==> src/rtl/scanline_edge_counter.sv <==
module scanline_edge_counter #(
  parameter int CNT_W   = 8,
  parameter int LOW_MIN = 3
) (
  input  logic             clk,
  input  logic             rst_n,
  input  logic             cpu_phase_fall,
  input  logic             vaddr12,
  input  logic             reg_we,
  input  logic [1:0]       reg_sel,
  input  logic [CNT_W-1:0] reg_wdata,
  output logic [CNT_W-1:0] count,
  output logic             irq_flag
);
  localparam int LW = $clog2(LOW_MIN + 1);
  localparam logic [LW-1:0] LOW_SAT = LW'(LOW_MIN);

  logic             a12_q;
  logic [LW-1:0]    low_cnt;
  logic [CNT_W-1:0] reload_val;
  logic             reload_req;
  logic             irq_en;
  logic             rise, accept;
  logic             wr_val, wr_req, wr_dis, wr_en;
  logic [CNT_W-1:0] next_count;

  assign rise       = vaddr12 & ~a12_q;
  assign accept     = rise && (low_cnt >= LOW_SAT);
  assign wr_val     = reg_we && (reg_sel == 2'd0);
  assign wr_req     = reg_we && (reg_sel == 2'd1);
  assign wr_dis     = reg_we && (reg_sel == 2'd2);
  assign wr_en      = reg_we && (reg_sel == 2'd3);
  assign next_count = (count == '0 || reload_req) ? reload_val : count - 1'b1;

  always_ff @(posedge clk) begin
    if (!rst_n) begin
      a12_q      <= 1'b0;
      low_cnt    <= LOW_SAT;
      reload_val <= '0;
      reload_req <= 1'b0;
      irq_en     <= 1'b0;
      irq_flag   <= 1'b0;
      count      <= '0;
    end else begin
      a12_q <= vaddr12;
      if (vaddr12)
        low_cnt <= '0;
      else if (cpu_phase_fall && low_cnt != LOW_SAT)
        low_cnt <= low_cnt + 1'b1;

      if (wr_val) reload_val <= reg_wdata;

      if (wr_req)      reload_req <= 1'b1;
      else if (accept) reload_req <= 1'b0;

      if (accept) count <= next_count;

      if (wr_dis) begin
        irq_en   <= 1'b0;
        irq_flag <= 1'b0;
      end else begin
        if (wr_en) irq_en <= 1'b1;
        if (accept && next_count == '0 && irq_en) irq_flag <= 1'b1;
      end
    end
  end

  p_short_low_ignored_r2: assert property (@(posedge clk) disable iff (!rst_n)
    (rise && low_cnt < LOW_SAT) |=> $stable(count));
  p_zero_reloads_r4: assert property (@(posedge clk) disable iff (!rst_n)
    (accept && count == '0) |=> count == $past(reload_val));
  p_decrement_r6: assert property (@(posedge clk) disable iff (!rst_n)
    (accept && count != '0 && !reload_req) |=> count == $past(count) - 1'b1);
  p_flag_sticky_r7: assert property (@(posedge clk) disable iff (!rst_n)
    (irq_flag && !wr_dis) |=> irq_flag);
  p_flag_at_zero_r7: assert property (@(posedge clk) disable iff (!rst_n)
    $rose(irq_flag) |-> count == '0);
  p_disable_clears_r8: assert property (@(posedge clk) disable iff (!rst_n)
    wr_dis |=> !irq_flag);
endmodule

==> config.mk <==
export PLATFORM = sky130hd
export DESIGN_NAME = scanline_edge_counter
export DESIGN_NICKNAME = d
export VERILOG_FILES = /design/src/rtl/scanline_edge_counter.sv
export SDC_FILE = /design/constraint.sdc
export NUM_CORES = 1
export LEC_CHECK = 0
export BUFFER_PORTS_ARGS = -buffer_cell sky130_fd_sc_hd__buf_2
export CORE_MARGIN = 10
export CORE_UTILIZATION = 53
export DETAILED_ROUTE_END_ITERATION = 10
export GPL_TIMING_DRIVEN = 0
export HOLD_SLACK_MARGIN = 0.12
export PLACE_DENSITY_LB_ADDON = 0.25
export SLEW_MARGIN = 20
export SYNTH_ARGS = -nofsm -noshare
export SYNTH_HDL_FRONTEND = slang
export SYNTH_SLANG_ARGS = --single-unit
==> constraint.sdc <==
create_clock -name clk -period 2.51 [get_ports clk]
set_clock_uncertainty 0.1 [all_clocks]
set_input_delay 0.1255 -clock clk [delete_from_list [all_inputs] [get_ports clk]]
set_output_delay 0.1255 -clock clk [all_outputs]
set_load 0.01 [all_outputs]
==> results by group <==
Die
  • Starting density of the core: 55.4%
  • Die Y: 68.1 microns
  • Die Width: 68.1 microns
  • Ports: 24
  • Number of core rows: 17
  • Core ar.: 2210 sq um
  • Die area: 4630 sq um

Clocking
  • Post_cts resized: 0
  • H-tree levels: 1
  • CTS tree: built
  • Worst-path clk slew: 0.13 ns
  • Postcts setup bufs: 0
  • Clk_lat worst skew: 0.31 ns
  • Root buffer cell: clkbuf_4
  • Longest Clk Path Bufs: 2
  • Num CTS Buffers: 3
  • # clock sinks: 22
  • # hold bufs at CTS: 16

Logic synthesis
  • EDFF count, synth: 0
  • Synth Flop Type: dfxtp_1
  • Cells after synthesis: 137
  • Mean area per synthesized cell: 8.94 sq um
  • Synth Warn #: 0
  • Synth Net Count: 155
  • Synth unique cells: 47
  • Post-Syn Area: 1220 sq um
  • Sequential fraction of the synthesis area: 36.0%
  • Count of state elements after synthesis: 22
  • Ys async rst share: 0%

STA
  • Max Fclk: 424 MHz
  • Rel. slew slack: 67.7%
  • Final Critical Period: 2.36 ns
  • Endpoints failing setup: 0
  • Setup ws final: 0.149 ns
  • RSZ-0062 raised after global routing: no
  • Fin Hold WS: 0.207 ns
  • Slew @ Worst Pin: 0.478 ns
  • Setup TNS: 0 ns
  • Period utilization: 94.1%
  • Fin. max-slew vios: 0
  • Fin. Hold Viols: 0

Min path
  • Worst Hold Class: input port to flip-flop
  • Hold Path Sink: irq_flag
  • Cell depth of the worst hold path: 4
  • Hold Crit Start: reg_we

Finish
  • FILL cells: 184
  • Multi-input logic area: 711 sq um
  • Flip-flop and latch area: 440 sq um
  • Most frequent cells in the layout: 25 x buf_2, 22 x dfxtp_1, 20 x nor2_1
  • Fin util: 71.8%
  • ANT cells: 0
  • Share of cells above drive strength 1: 23.9%
  • Area Overhead vs Synth: 29.6%
  • Final nets: 199
  • Commonest non-fill, non-tap cell in the layout: buf_2

Placed design
  • Gpl congestion: 0.930
  • DP Wirelength: 2.15 mm
  • Port Buffers: 23
  • Setup WS pre-CTS: 0.180 ns

GRT
  • Congestion Overflow GR: 0
  • Initial antenna violation count: 0
  • Largest net degree at the start of global routing: 14
  • Total track usage: 14.8%
  • Vias in the first global route: 1,163
  • First-pass GRT wire length: 5.44 mm

Status
  • Status: finished clean

Pwr
  • Static Leakage: 0.659 nW
  • Pwr dens: 621 nW/um^2
  • Worst IR Drop VDD: 0.000530 V
  • Tot Pwr: 0.000986 W

Setup path
  • R2R Path Start: count[0]
  • Critical Path Source Type: flip-flop
  • RR Endpoint: irq_flag
  • Worst Reg-to-Reg Cells: 7
  • R2R Setup Slk: 0.15 ns
  • Max Fanout on Critical Path: 8
  • Crit. End Element: flip-flop
  • Crit path required time: 2.66 ns
  • CP arrival: 2.51 ns
  • Crit Path Category: flip-flop to flip-flop

Route
  • Detailed Routing Iterations Pass 1: 4
  • DR DRC count: 0
  • Final WL: 3.24 mm
  • Avg Vias per Cell: 5.69
  • Wire length per cell: 15.6 microns
  • DRT antenna net count: 0
  • Iteration-0 DRC Markers: 55
  • Routed via count: 1,183

Flow run
  • Max-cap violations: 0
==> worst max path at each step <==
stage | startpoint | end | slack (ns) | cells after the start
2_1_floorplan | count[0] | irq_flag | 0.45 | 7
3_3_place_gp | count[0] | irq_flag | 0.26 | 7
3_5_place_dp | count[0] | irq_flag | 0.18 | 7
4_1_cts | count[0] | irq_flag | 0.13 | 7
5_1_grt | count[0] | irq_flag | 0.03 | 7
6_report | count[0] | irq_flag | 0.15 | 7
==> routing by layer <==
layer / global-route usage, % / routed length (microns)
met4: 3.02 / 31
met1: 17.7 / 1420
met2: 26.0 / 1600
met5: 0 / 0
met3: 3.59 / 189
==> final cells by class <==
class	instances	share of cell area [%]
multi-input combinational	101	44.8
sequential	22	27.7
timing repair buffer	39	17.3
buffer	6	2.76
tap	28	2.21
clock inverter	1	1.89
inverter	8	1.89
clock buffer	3	1.42
==> sequential cells by signal (all words and copies together) (netlist names) <==
signal	flops
irq_en	1
low_cnt	2
count	8
irq_flag	1
reload_val	8
a12_q	1
reload_req	1
==> per-stage QoR <==
stage / cells / instance area, sq um
global placement: 188 / 1380
finish: 208 / 1590
detailed placement: 188 / 1380
CTS: 208 / 1590
global route: 208 / 1590
floorplan: 137 / 1220
==> cell families (layout without fill, tap and decap cells) <==
logic type,Yosys count,after routing,synth area share [%]
buf+inv,14,57,6.03
mux,11,11,9.19
simple gates,51,51,24.3
xor+xnor,3,3,2.15
fa+ha+maj,3,3,3.06
compound gates,33,33,19.3
flops,22,22,36.0
==> synthesized netlist by cell type, types with 2 or more instances <==
library cell | n | area, sq um
a2111oi_2 | 2 | 30.0
a21o_1 | 2 | 15.0
a21oi_1 | 6 | 30.0
a22oi_1 | 3 | 22.5
buf_2 | 2 | 10.0
buf_6 | 2 | 22.5
dfxtp_1 | 22 | 440
ha_1 | 3 | 37.5
inv_1 | 8 | 30.0
mux2_2 | 2 | 22.5
mux2i_1 | 9 | 90.1
nand2_1 | 5 | 18.8
nand2b_1 | 2 | 12.5
nand3_1 | 3 | 15.0
nor2_1 | 20 | 75.1
nor3_1 | 4 | 20.0
nor4_1 | 2 | 12.5
o21a_1 | 2 | 15.0
o21ai_0 | 7 | 35.0
o21bai_1 | 2 | 15.0
xnor2_1 | 3 | 26.3
==> critical path, stage by stage, from the launching register on <==
cell	delay, ns
dfxtp_1	0.48
inv_1	0.12
ha_1	0.32
o21bai_1	0.20
a211o_1	0.31
a2111oi_2	0.41
o2111ai_1	0.17
a21oi_1	0.18
==> where the power goes <==
part	internal [W]	switching, W	total (W)
combinational	0.000161	0.000161	0.000322
sequential	0.000369	0.0000235	0.000392
clock	0.000161	0.000110	0.000272
total	0.000692	0.000295	0.000986
Power figures use the tool's default switching activity.
